$ cat src/rtl/ms_pkg.sv
package ms_pkg;

  localparam int SRC_W = 3;
  localparam int FN_W  = 2;
  localparam int LD_W  = 9;

  localparam logic [SRC_W-1:0] SRC_NONE = 3'd0;
  localparam logic [SRC_W-1:0] SRC_R0   = 3'd1;
  localparam logic [SRC_W-1:0] SRC_R1   = 3'd2;
  localparam logic [SRC_W-1:0] SRC_IR1  = 3'd3;
  localparam logic [SRC_W-1:0] SRC_IR2  = 3'd4;
  localparam logic [SRC_W-1:0] SRC_PC   = 3'd5;
  localparam logic [SRC_W-1:0] SRC_RET  = 3'd6;
  localparam logic [SRC_W-1:0] SRC_MBRR = 3'd7;

  localparam logic [FN_W-1:0] FN_IDLE = 2'd0;
  localparam logic [FN_W-1:0] FN_PASS = 2'd1;
  localparam logic [FN_W-1:0] FN_ADD  = 2'd2;

  localparam int LD_MAR  = 0;
  localparam int LD_MBRR = 1;
  localparam int LD_MBRW = 2;
  localparam int LD_IR0  = 3;
  localparam int LD_IR1  = 4;
  localparam int LD_IR2  = 5;
  localparam int LD_R0   = 6;
  localparam int LD_PC   = 7;
  localparam int LD_RET  = 8;

  typedef enum logic [4:0] {
    S_FA0, S_FR0, S_FL0,
    S_FA1, S_FR1, S_FL1,
    S_FA2, S_FR2, S_FL2,
    S_RADD,
    S_MA, S_IMA, S_MRD, S_MACC,
    S_IDX,
    S_LIT,
    S_SA, S_SD, S_SWR,
    S_BEQ,
    S_CS, S_CJ,
    S_RET
  } ustep_t;

  typedef struct packed {
    logic [SRC_W-1:0] sa;
    logic [SRC_W-1:0] sb;
    logic [FN_W-1:0]  fn;
    logic [LD_W-1:0]  ld;
    logic             rd;
    logic             wr;
    logic             inc;
  } uword_t;

  function automatic logic [LD_W-1:0] ld_bit(input int idx);
    return LD_W'(1) << idx;
  endfunction

  function automatic uword_t mk(input logic [SRC_W-1:0] a, input logic [SRC_W-1:0] b,
                                input logic [FN_W-1:0] f, input logic [LD_W-1:0] l,
                                input logic r, input logic w, input logic i);
    uword_t u;
    u.sa = a; u.sb = b; u.fn = f; u.ld = l;
    u.rd = r; u.wr = w; u.inc = i;
    return u;
  endfunction

endpackage

$ cat src/rtl/ms_decode.sv
module ms_decode import ms_pkg::*; #(
  parameter int IR_W = 16
) (
  input  logic [IR_W-1:0] ir0,
  output ustep_t          first
);
  localparam int CLS_W  = 3;
  localparam int PRM_W  = 4;
  localparam int PRM_LO = 2;
  localparam int CLS_LO = PRM_LO + PRM_W + 4;

  localparam logic [CLS_W-1:0] C_ARITH = 3'd0;
  localparam logic [CLS_W-1:0] C_STORE = 3'd1;
  localparam logic [CLS_W-1:0] C_FLOW  = 3'd5;

  logic [CLS_W-1:0] cls;
  logic [PRM_W-1:0] prm;

  assign cls = ir0[CLS_LO +: CLS_W];
  assign prm = ir0[PRM_LO +: PRM_W];

  always_comb begin
    first = S_FA0;
    unique case (cls)
      C_ARITH: begin
        case (prm)
          4'd0:    first = S_RADD;
          4'd1:    first = S_MA;
          4'd2:    first = S_IDX;
          4'd3:    first = S_LIT;
          default: first = S_FA0;
        endcase
      end
      C_STORE: first = S_SA;
      C_FLOW: begin
        case (prm)
          4'd0:    first = S_BEQ;
          4'd1:    first = S_CS;
          4'd2:    first = S_RET;
          default: first = S_FA0;
        endcase
      end
      default: first = S_FA0;
    endcase
  end
endmodule

$ cat src/rtl/ms_ustore.sv
module ms_ustore import ms_pkg::*; (
  input  ustep_t st,
  input  logic   z_flag,
  input  logic   mem_ready,
  output uword_t uw,
  output ustep_t nxt,
  output logic   dispatch
);
  logic [LD_W-1:0] rd_ld;
  assign rd_ld = mem_ready ? ld_bit(LD_MBRR) : '0;

  always_comb begin
    uw       = mk(SRC_NONE, SRC_NONE, FN_IDLE, '0, 1'b0, 1'b0, 1'b0);
    nxt      = S_FA0;
    dispatch = 1'b0;
    case (st)
      S_FA0: begin uw = mk(SRC_PC, SRC_NONE, FN_PASS, ld_bit(LD_MAR), 1'b0, 1'b0, 1'b1); nxt = S_FR0; end
      S_FR0: begin uw = mk(SRC_NONE, SRC_NONE, FN_IDLE, rd_ld, 1'b1, 1'b0, 1'b0); nxt = S_FL0; end
      S_FL0: begin uw = mk(SRC_MBRR, SRC_NONE, FN_PASS, ld_bit(LD_IR0), 1'b0, 1'b0, 1'b0); nxt = S_FA1; end
      S_FA1: begin uw = mk(SRC_PC, SRC_NONE, FN_PASS, ld_bit(LD_MAR), 1'b0, 1'b0, 1'b1); nxt = S_FR1; end
      S_FR1: begin uw = mk(SRC_NONE, SRC_NONE, FN_IDLE, rd_ld, 1'b1, 1'b0, 1'b0); nxt = S_FL1; end
      S_FL1: begin uw = mk(SRC_MBRR, SRC_NONE, FN_PASS, ld_bit(LD_IR1), 1'b0, 1'b0, 1'b0); nxt = S_FA2; end
      S_FA2: begin uw = mk(SRC_PC, SRC_NONE, FN_PASS, ld_bit(LD_MAR), 1'b0, 1'b0, 1'b1); nxt = S_FR2; end
      S_FR2: begin uw = mk(SRC_NONE, SRC_NONE, FN_IDLE, rd_ld, 1'b1, 1'b0, 1'b0); nxt = S_FL2; end
      S_FL2: begin
        uw = mk(SRC_MBRR, SRC_NONE, FN_PASS, ld_bit(LD_IR2), 1'b0, 1'b0, 1'b0);
        dispatch = 1'b1;
      end
      S_RADD: uw = mk(SRC_R0, SRC_R1, FN_ADD, ld_bit(LD_R0), 1'b0, 1'b0, 1'b0);
      S_MA:   begin uw = mk(SRC_IR1, SRC_NONE, FN_PASS, ld_bit(LD_MAR), 1'b0, 1'b0, 1'b0); nxt = S_MRD; end
      S_IMA:  begin uw = mk(SRC_IR2, SRC_NONE, FN_PASS, ld_bit(LD_MAR), 1'b0, 1'b0, 1'b0); nxt = S_MRD; end
      S_MRD:  begin uw = mk(SRC_NONE, SRC_NONE, FN_IDLE, rd_ld, 1'b1, 1'b0, 1'b0); nxt = S_MACC; end
      S_MACC: uw = mk(SRC_R0, SRC_MBRR, FN_ADD, ld_bit(LD_R0), 1'b0, 1'b0, 1'b0);
      S_IDX:  begin uw = mk(SRC_R1, SRC_IR2, FN_ADD, ld_bit(LD_IR2), 1'b0, 1'b0, 1'b0); nxt = S_IMA; end
      S_LIT:  uw = mk(SRC_R0, SRC_IR1, FN_ADD, ld_bit(LD_R0), 1'b0, 1'b0, 1'b0);
      S_SA:   begin uw = mk(SRC_R0, SRC_IR2, FN_ADD, ld_bit(LD_MAR), 1'b0, 1'b0, 1'b0); nxt = S_SD; end
      S_SD:   begin uw = mk(SRC_IR1, SRC_NONE, FN_PASS, ld_bit(LD_MBRW), 1'b0, 1'b0, 1'b0); nxt = S_SWR; end
      S_SWR:  uw = mk(SRC_NONE, SRC_NONE, FN_IDLE, '0, 1'b0, 1'b1, 1'b0);
      S_BEQ:  uw = mk(SRC_PC, SRC_IR1, FN_ADD, z_flag ? ld_bit(LD_PC) : '0, 1'b0, 1'b0, 1'b0);
      S_CS:   begin uw = mk(SRC_PC, SRC_NONE, FN_PASS, ld_bit(LD_RET), 1'b0, 1'b0, 1'b0); nxt = S_CJ; end
      S_CJ:   uw = mk(SRC_PC, SRC_IR1, FN_ADD, ld_bit(LD_PC), 1'b0, 1'b0, 1'b0);
      S_RET:  uw = mk(SRC_RET, SRC_NONE, FN_PASS, ld_bit(LD_PC), 1'b0, 1'b0, 1'b0);
      default: ;
    endcase
  end
endmodule

$ cat src/rtl/ms_advance.sv
module ms_advance import ms_pkg::*; (
  input  logic   clk,
  input  logic   rst,
  input  logic   hold,
  input  logic   dispatch,
  input  ustep_t first,
  input  ustep_t nxt,
  output ustep_t st
);
  always_ff @(posedge clk) begin
    if (rst)           st <= S_FA0;
    else if (hold)     st <= st;
    else if (dispatch) st <= first;
    else               st <= nxt;
  end

  AST_STALL_HOLDS_STEP: assert property (@(posedge clk) disable iff (rst)
    hold |=> (st == $past(st)));
endmodule

$ cat src/rtl/triword_useq.sv
module triword_useq import ms_pkg::*; #(
  parameter int IR_W = 16
) (
  input  logic            clk,
  input  logic            rst,
  input  logic [IR_W-1:0] ir0,
  input  logic            z_flag,
  input  logic            mem_ready,
  output logic [2:0]      src_a,
  output logic [2:0]      src_b,
  output logic [1:0]      alu_fn,
  output logic [8:0]      ld_en,
  output logic            mem_rd,
  output logic            mem_wr,
  output logic            pc_inc,
  output logic            pc_clr
);
  ustep_t st, first, nxt;
  uword_t uw;
  logic   dispatch;
  logic   hold;

  ms_decode #(.IR_W(IR_W)) u_dec (.ir0(ir0), .first(first));

  ms_ustore u_rom (
    .st(st), .z_flag(z_flag), .mem_ready(mem_ready),
    .uw(uw), .nxt(nxt), .dispatch(dispatch)
  );

  assign hold = (uw.rd | uw.wr) & ~mem_ready;

  ms_advance u_adv (
    .clk(clk), .rst(rst), .hold(hold), .dispatch(dispatch),
    .first(first), .nxt(nxt), .st(st)
  );

  assign src_a  = rst ? SRC_NONE : uw.sa;
  assign src_b  = rst ? SRC_NONE : uw.sb;
  assign alu_fn = rst ? FN_IDLE  : uw.fn;
  assign ld_en  = rst ? '0       : uw.ld;
  assign mem_rd = ~rst & uw.rd;
  assign mem_wr = ~rst & uw.wr;
  assign pc_inc = ~rst & uw.inc;
  assign pc_clr = rst;

  AST_RESET_ENTERS_FETCH: assert property (@(posedge clk)
    ($past(rst) && !rst) |-> pc_inc);
  AST_ADDR_THEN_READ: assert property (@(posedge clk) disable iff (rst)
    pc_inc |=> mem_rd);
  AST_NO_LOAD_WHILE_WAIT: assert property (@(posedge clk) disable iff (rst)
    ((mem_rd || mem_wr) && !mem_ready) |-> (ld_en == '0));
  AST_RD_WR_EXCLUSIVE: assert property (@(posedge clk) disable iff (rst)
    !(mem_rd && mem_wr));
  AST_WRITE_AFTER_DATA: assert property (@(posedge clk) disable iff (rst)
    (mem_wr && !$past(mem_wr)) |-> $past(ld_en[LD_MBRW]));
endmodule

$ cat config.mk
export PLATFORM = sky130hd
export DESIGN_NAME = triword_useq
export DESIGN_NICKNAME = d
export VERILOG_FILES = /design/src/rtl/ms_pkg.sv /design/src/rtl/ms_decode.sv /design/src/rtl/ms_ustore.sv /design/src/rtl/ms_advance.sv /design/src/rtl/triword_useq.sv
export SDC_FILE = /design/constraint.sdc
export NUM_CORES = 1
export LEC_CHECK = 0
export ABC_AREA = 1
export CAP_MARGIN = 30
export CORE_MARGIN = 4
export CORE_UTILIZATION = 45
export CTS_CLUSTER_SIZE = 10
export DETAILED_ROUTE_END_ITERATION = 6
export GPL_TIMING_DRIVEN = 1
export PLACE_DENSITY_LB_ADDON = 0.08
export SKIP_CTS_REPAIR_TIMING = 1
export SLEW_MARGIN = 5
export SYNTH_ARGS = -nofsm -noshare
export SYNTH_HDL_FRONTEND = slang
export SYNTH_SLANG_ARGS = --single-unit
export TNS_END_PERCENT = 100
$ cat constraint.sdc
create_clock -name clk -period 2.9 [get_ports clk]
set_input_delay 0.58 -clock clk [delete_from_list [all_inputs] [get_ports clk]]
set_output_delay 0.58 -clock clk [all_outputs]
set_load 0.03 [all_outputs]
==> reports/results.tsv, run 1 <==
metric	value	unit
outcome	complete, no violations	
clk sinks	5	
kind of critical path	register to primary output	
class of the worst hold path	register to register	
DR DRC count	0	
initial core utilization	46.9	%
Area Growth Syn to Fin	41.2	%
# diodes	0	
crit share post-route	95.1	%
CP bufs+invs	3	
clk_lat worst skew	0.23	ns
Die X	53.2	µm
Syn Inst Count	193	
Slowest-stage cell, CP	clkdlybuf4s50_1	
die footprint	2830	µm²
vias in the first global route	1120	
IO Port Bufs	31	
clock skew	0.00421	ns
Crit Path Max Fanout	7	
die height	53.2	µm
Biggest register	u_adv.st	
R2R setup slack	1.41	ns
Placed Instances	250	
Crit. path cell count	9	
non-filler cells, final	254	
critical path required time	2.32	ns
CTS tree	done	
r2r endpoint	u_adv.st[1]	
Netlist cell types	18	
Core Region	1960	µm²
largest area contributor in the netlist	nand2_1	
Worst Setup SP	u_adv.st[3]	
layout cells sized above 1	9.25	%
antenna violation net count after detailed routing	0	
ranking of synthesized cells by area	nand2_1 (22%), nor2_1 (20%), nand3_1 (14%), dfxtp_1 (11%), inv_1 (10%)	
nets	248	
top-area cell type share of the netlist area	22.0	%
worst rel slew slack	78.4	%
Pwr per Cell Area	801	nW/µm²
GR Util All Layers	20.5	%
Max IR drop VDD	0.604	mV
Mean Syn Cell Area	4.77	µm²
H-tree levels	1	
Worst-Margin Slew	0.324	ns
crit path cell chain	inv_1 -> nor2_2 -> inv_1 -> nor2_4 -> nor2_1 -> nand2_1 -> nor2_1 -> nor2_1 -> clkdlybuf4s50_1	
via count	1278	
setup ws final	0.143	ns
Bufs on Longest Clock Path	2	
Fill cells	231	
synthesized area	921	µm²
max reg flops	5	
Ports	41	
design area	1300	µm²
Root Buffer Master	clkbuf_4	
Tmin final	2.76	ns
dpl hpwl	2280	µm
Slew Limit Fails	0	
#FFs+latches synth	5	
Setup WS pre-CTS	0.239	ns
unrepaired setup endpoints after global routing	no	
Max Clk Rate	363	MHz
Crit path max-delay family	buffers and inverters	
Crit. End Element	primary output	
Via density	5.03	
post-synthesis sequential area ratio	10.9	%
Reg clk slew, reported paths	0.04	ns
Synth Net Count	213	
grt ovf	0	
first-pass GRT wire length	4490	µm
placed cell area	1260	µm²
Syn. warnings	0	
r2r worst-path depth	8	
DR iter-0 viols	34	
# rows	16	
Max stage delay on crit path	0.67	ns
Max-Cap Viols	0	
setup TNS	0	ns
GPL Wtd Cong	0.893	
total CTS buffers	3	
LEAKAGE	0.759	nW
CP arrival	2.18	ns
Final Setup Violations	0	
CP startpoint kind	register	
initial antenna violation count	0	
RR Startpoint	u_adv.st[4]	
Routed WL per cell	10.6	µm
largest net degree at the start of global routing	12	
crit-path most repeated cell	nor2_1	
Fin. Hold Viols	0	
top flop regs	u_adv.st x5	
drt pass-1 iters	4	
Routed WL	2690	µm
crit path to	alu_fn[0]	
==> placed cells by master (no fill, tap or decap), drive strengths merged, types with 2 or more instances in the layout <==
master          n
nand4           5
nand2          54
nand3          28
dfxtp           5
inv            28
clkbuf          4
buf             4
dlymetal6s2s    2
clkdlybuf4s50  28
a21oi           8
nor2           56
o21ai           2
==> cell usage after synthesis, drive strengths merged <==
| master | count |
|---|---|
| inv | 28 |
| nand4 | 5 |
| buf | 2 |
| a31oi | 1 |
| and3 | 1 |
| and2 | 1 |
| dfxtp | 5 |
| nor2 | 56 |
| clkbuf | 2 |
| nand2 | 54 |
| nand3 | 28 |
| o21ai | 2 |
| a21oi | 8 |
==> through the flow <==
stage                     util [%]  power [mW]  hold slack, ns
after floorplan                  -       0.714           0.604
after global placement        64.5       0.956           0.644
after detailed placement      64.5       0.964           0.643
after CTS                     65.8        1.04           0.650
after global routing          66.3        1.14           0.724
final                         66.3        1.04           0.656
==> how the worst min path moves through the flow <==
| stage | start | end | slack, ns | cells after the start |
|---|---|---|---|---|
| 4_1_cts | u_adv.st[0] | u_adv.st[0] | 0.65 | 4 |
| 6_report | u_adv.st[0] | u_adv.st[0] | 0.66 | 4 |
| 5_1_grt | u_adv.st[1] | u_adv.st[1] | 0.72 | 4 |
| 3_5_place_dp | u_adv.st[0] | u_adv.st[0] | 0.64 | 4 |
| 3_3_place_gp | u_adv.st[1] | u_adv.st[1] | 0.64 | 4 |
| 2_1_floorplan | u_adv.st[1] | u_adv.st[1] | 0.60 | 4 |
==> layer usage <==
layer	vias up	track usage [%]	part of all wire, %
li1	676	-	-
met1	556	25.7	46
met2	44	36.5	47
met3	2	3.38	6.0
met4	0	3.83	0.78
met5	-	0	0
==> area by class of cell <==
cell class                      count  area [µm²]  area share, %
Timing Repair Buffer               34         335           25.8
Tap cell                           27        33.8           2.60
Sequential cell                     5         101           7.80
Clock buffer                        4        26.3           2.02
Inverter                           28         105           8.08
Multi-Input combinational cell    156         698           53.7
==> worst reg2reg max path: stages, from the launching register on <==
cell and delay, ns:
dfxtp_2 0.44, inv_1 0.09, buf_4 0.16, nand3_1 0.14
nand3_2 0.12, nor2_1 0.19, nor2_4 0.06, nor2_1 0.14
nor2_1 0.05
==> cell families (layout without fill, tap and decap cells) <==
family	after synthesis	after routing	synth area share (%)
buffers and inverters	32	66	13.6
DFF	5	5	10.9
and+or+nand+nor	145	145	69.4
AOI/OAI and AO/OA	11	11	6.11
==> where the power goes <==
part           switching (mW)  internal (mW)  leakage [nW]  total, mW
Combinational           0.526          0.296         0.703      0.822
Sequential             0.0471         0.0956        0.0416      0.143
Clock                  0.0246         0.0518        0.0150     0.0764
Total                   0.597          0.444         0.759       1.04
Note: power is estimated with default switching activity, not from simulation.
==> inputs of run 2 (changes only) <==
- clock period: 2.9 -> 3.3 ns (I/O delays scaled with it)
==> reports/results.tsv, run 2 (synthesis gave the netlist of run 1 again) <==
metric	value	unit
Crit path max-delay family	buffers and inverters	
CP arrival	2.34	ns
Ports	41	
Routed WL	2740	µm
initial core utilization	46.9	%
top flop regs	u_adv.st x5	
Crit. End Element	primary output	
Max IR drop VDD	0.549	mV
CTS tree	done	
CP startpoint kind	register	
first-pass GRT wire length	4520	µm
setup TNS	0	ns
clk_lat worst skew	0.25	ns
outcome	complete, no violations	
via count	1282	
Root Buffer Master	clkbuf_4	
most common cell after layout, fill and taps aside	nand2_1	
H-tree levels	1	
antenna violation net count after detailed routing	0	
kind of critical path	register to primary output	
GPL Wtd Cong	0.912	
Slowest-stage cell, CP	clkdlybuf4s50_1	
DR iter-0 viols	45	
Routed WL per cell	10.8	µm
vias in the first global route	1131	
Fill cells	228	
worst rel slew slack	75.2	%
Pwr per Cell Area	710	nW/µm²
critical path required time	2.64	ns
Biggest register	u_adv.st	
crit path cell chain	inv_1 -> nand2_1 -> inv_1 -> nand2_1 -> nand3_1 -> nor2_1 -> nand2_1 -> nor2_1 -> nor2_1 -> clkdlybuf4s50_1	
crit share post-route	91.0	%
Max stage delay on crit path	0.59	ns
nets	247	
Tmin final	3.00	ns
LEAKAGE	0.726	nW
clock skew	0.000305	ns
GR Util All Layers	21.2	%
max reg flops	5	
total CTS buffers	3	
DR DRC count	0	
IO Port Bufs	31	
class of the worst hold path	register to register	
Max Clk Rate	333	MHz
# diodes	0	
Max-Cap Viols	0	
drt pass-1 iters	4	
Area Growth Syn to Fin	39.7	%
Crit Path Max Fanout	11	
Via density	5.07	
initial antenna violation count	0	
Reg clk slew, reported paths	0.04	ns
dpl hpwl	2310	µm
unrepaired setup endpoints after global routing	no	
Multi-input gate area	696	µm²
CP bufs+invs	3	
die footprint	2830	µm²
largest net degree at the start of global routing	12	
Bufs on Longest Clock Path	2	
grt ovf	0	
die height	53.2	µm
Worst-Margin Slew	0.371	ns
# rows	16	
storage element area	100	µm²
clk sinks	5	
layout cells sized above 1	7.52	%
most frequent cells in the layout	nand2_1 (54), nor2_1 (49), clkdlybuf4s50_1 (31)	
Final Setup Violations	0	
Core Region	1960	µm²
Slew Limit Fails	0	
Die X	53.2	µm
worst hold slack	0.677	ns
Fin. Hold Viols	0	
## run 2: cell count changes in the layout (fill, tap and decap cells not counted), sizes merged
cell | previous run | this run
clkdlybuf4s50 | 28 | 31
buf | 4 | 2
dlymetal6s2s | 2 | 0
## run 2: worst register-to-register path, stage by stage (launching register included)
cell,delay [ns]
dfxtp_1,0.54
inv_1,0.20
nand3_1,0.20
nand3_2,0.11
nor2_1,0.18
nor2_4,0.06
nor2_1,0.13
nor2_1,0.06
## run 2: worst paths after layout
check                                  from  depth (start not counted)          end  slack, ns
worst max-delay path            u_adv.st[4]                         10     src_a[0]       0.30
worst min register to register  u_adv.st[1]                          4  u_adv.st[1]       0.68
worst max register to register  u_adv.st[4]                          7  u_adv.st[0]       1.72
worst min-delay path            u_adv.st[1]                          4  u_adv.st[1]       0.68
## run 2: per-layer routing
layer	global-route usage (%)	wire, µm
met1	25.1	1200
met3	4.51	186
met2	39.2	1340
met5	0	0
met4	2.98	12
## run 2: power by group
part	leakage (nW)	internal, mW	total [mW]	switching, mW
combinational	0.670	0.257	0.717	0.460
clock	0.0150	0.0459	0.0732	0.0274
sequential	0.0411	0.0826	0.123	0.0406
total	0.726	0.385	0.913	0.528
## run 2: stage by stage
stage / total power, mW / utilization [%] / cells / worst slack, ns / area, µm²
floorplan: 0.628 / - / 193 / 1.16 / 921
global placement: 0.836 / 64.2 / 249 / 0.446 / 1260
finish: 0.913 / 65.6 / 253 / 0.296 / 1290
global route: 1.01 / 65.6 / 253 / 0.112 / 1290
detailed placement: 0.842 / 64.2 / 249 / 0.399 / 1260
CTS: 0.919 / 65.6 / 253 / 0.300 / 1290
## run 2: area by class of cell
| type | instances | area share (%) |
|---|---|---|
| clock buffers | 4 | 2.04 |
| well taps | 27 | 2.63 |
| multi-input cells | 156 | 54.1 |
| flip-flops and latches | 5 | 7.78 |
| inverters | 28 | 8.17 |
| repair buffers | 33 | 25.3 |
==> inputs of run 3 (changes only) <==
--- a/config.mk
+++ b/config.mk
@@ -14,3 +14,3 @@
 export GPL_TIMING_DRIVEN = 1
-export PLACE_DENSITY_LB_ADDON = 0.08
+export PLACE_DENSITY = 0.85
 export SKIP_CTS_REPAIR_TIMING = 1
--- a/constraint.sdc
+++ b/constraint.sdc
@@ -3,2 +3,2 @@
 set_output_delay 0.66 -clock clk [all_outputs]
-set_load 0.03 [all_outputs]
+set_load 0.005 [all_outputs]
==> reports/results.tsv, run 3 (synthesis gave the netlist of run 1 again) <==
metric	value	unit
outcome	complete, no violations	
top flop regs	u_adv.st x5	
crit path cell chain	inv_1 -> nand2_1 -> inv_1 -> nand2_1 -> nand3_1 -> nor2_1 -> nand2_1 -> nor2_1 -> nor2_1 -> clkdlybuf4s50_1	
layout cells sized above 1	7.11	%
GPL Wtd Cong	0.903	
drt pass-1 iters	4	
Tmin final	2.88	ns
vias in the first global route	1145	
max reg flops	5	
RR Startpoint	u_adv.st[4]	
setup TNS	0	ns
DR DRC count	0	
crit share post-route	87.3	%
Bufs on Longest Clock Path	2	
Root Buffer Master	clkbuf_4	
r2r endpoint	u_adv.st[0]	
Biggest register	u_adv.st	
first-pass GRT wire length	4510	µm
Worst Hold End	u_adv.st[1]	
die height	53.2	µm
dpl hpwl	2270	µm
initial core utilization	46.9	%
total CTS buffers	3	
Slowest-stage cell, CP	dfxtp_1	
die footprint	2830	µm²
setup ws final	0.418	ns
Reg clk slew, reported paths	0.04	ns
CP bufs+invs	3	
Pwr per Cell Area	622	nW/µm²
storage element area	100	µm²
antenna violation net count after detailed routing	0	
Worst Setup SP	u_adv.st[4]	
Ports	41	
R2R setup slack	1.73	ns
hold depth	4	
Fin. Hold Viols	0	
CTS tree	done	
Max stage delay on crit path	0.53	ns
DR iter-0 viols	38	
most common cell after layout, fill and taps aside	nand2_1	
clk_lat worst skew	0.23	ns
Slew Limit Fails	0	
# rows	16	
class of the worst hold path	register to register	
Routed WL per cell	10.6	µm
Crit. End Element	primary output	
worst rel slew slack	75.8	%
# diodes	0	
nets	246	
GR Util All Layers	20.4	%
Max Clk Rate	347	MHz
r2r worst-path depth	7	
Via density	5.06	
CP startpoint kind	register	
critical path required time	2.64	ns
initial antenna violation count	0	
H-tree levels	1	
IO Port Bufs	31	
largest net degree at the start of global routing	19	
via count	1275	
Setup WS pre-CTS	0.640	ns
LEAKAGE	0.721	nW
clock skew	0.00377	ns
grt ovf	0	
most frequent cells in the layout	nand2_1 (54), nor2_1 (49), clkdlybuf4s50_1 (31)	
Routed WL	2670	µm
Die X	53.2	µm
Crit path max-delay family	simple AND/OR/NAND/NOR gates	
CP arrival	2.22	ns
Max-Cap Viols	0	
Fill cells	214	
Max IR drop VDD	0.465	mV
clk sinks	5	
Final Setup Violations	0	
kind of critical path	register to primary output	
Worst-Margin Slew	0.362	ns
Multi-input gate area	696	µm²
Core Region	1960	µm²
Crit Path Max Fanout	11	
unrepaired setup endpoints after global routing	no	
hold path start	u_adv.st[1]	
Area Growth Syn to Fin	38.9	%
-- run 3: cell types whose count changed in the layout (fill, tap and decap cells not counted), sizes merged --
cell,change
buf,-1
-- run 3: worst register-to-register path, stage by stage, from the launching register on --
cell and delay, ns:
dfxtp_1 0.53, inv_1 0.20, nand3_1 0.20, nand3_2 0.10
nor2_1 0.19, nor2_4 0.06, nor2_1 0.12, nor2_1 0.05
-- run 3: layer usage --
layer  vias to the layer above  share of wire [%]  track usage [%]
li1                        674                  -                -
met1                       549                 43             25.0
met2                        48                 47             35.7
met3                         4                8.8             4.23
met4                         0                1.2             5.11
met5                         -                  0                0
-- run 3: stage by stage --
stage / util (%) / instances / power [mW] / area [µm²] / hold WS, ns
finish: 65.2 / 252 / 0.795 / 1280 / 0.654
detailed placement: 63.8 / 248 / 0.728 / 1250 / 0.653
global placement: 63.8 / 248 / 0.717 / 1250 / 0.637
CTS: 65.2 / 252 / 0.798 / 1280 / 0.660
global route: 65.2 / 252 / 0.886 / 1280 / 0.714
floorplan: - / 193 / 0.512 / 921 / 0.604
-- run 3: worst max path at each step --
stage                            to  slack (ns)  depth (start not counted)
after floorplan           alu_fn[0]        1.36                          3
after global placement     ld_en[1]        0.65                          5
after detailed placement   ld_en[1]        0.64                          5
after CTS                 alu_fn[0]        0.42                         10
after global routing      alu_fn[0]        0.22                         10
final                      src_a[0]        0.42                         10
-- run 3: final cells by class --
cell class / count / share of cell area, %
timing repair buffer: 32 / 24.9
clock buffer: 4 / 2.05
tap: 27 / 2.64
inverter: 28 / 8.22
sequential: 5 / 7.83
multi-input combinational: 156 / 54.4
-- run 3: power by group --
| group | total [mW] | internal (mW) | leakage, nW | switching, mW |
|---|---|---|---|---|
| sequential | 0.123 | 0.0827 | 0.0411 | 0.0406 |
| clock | 0.0661 | 0.0454 | 0.0150 | 0.0207 |
| combinational | 0.605 | 0.254 | 0.665 | 0.351 |
| total | 0.795 | 0.383 | 0.721 | 0.412 |
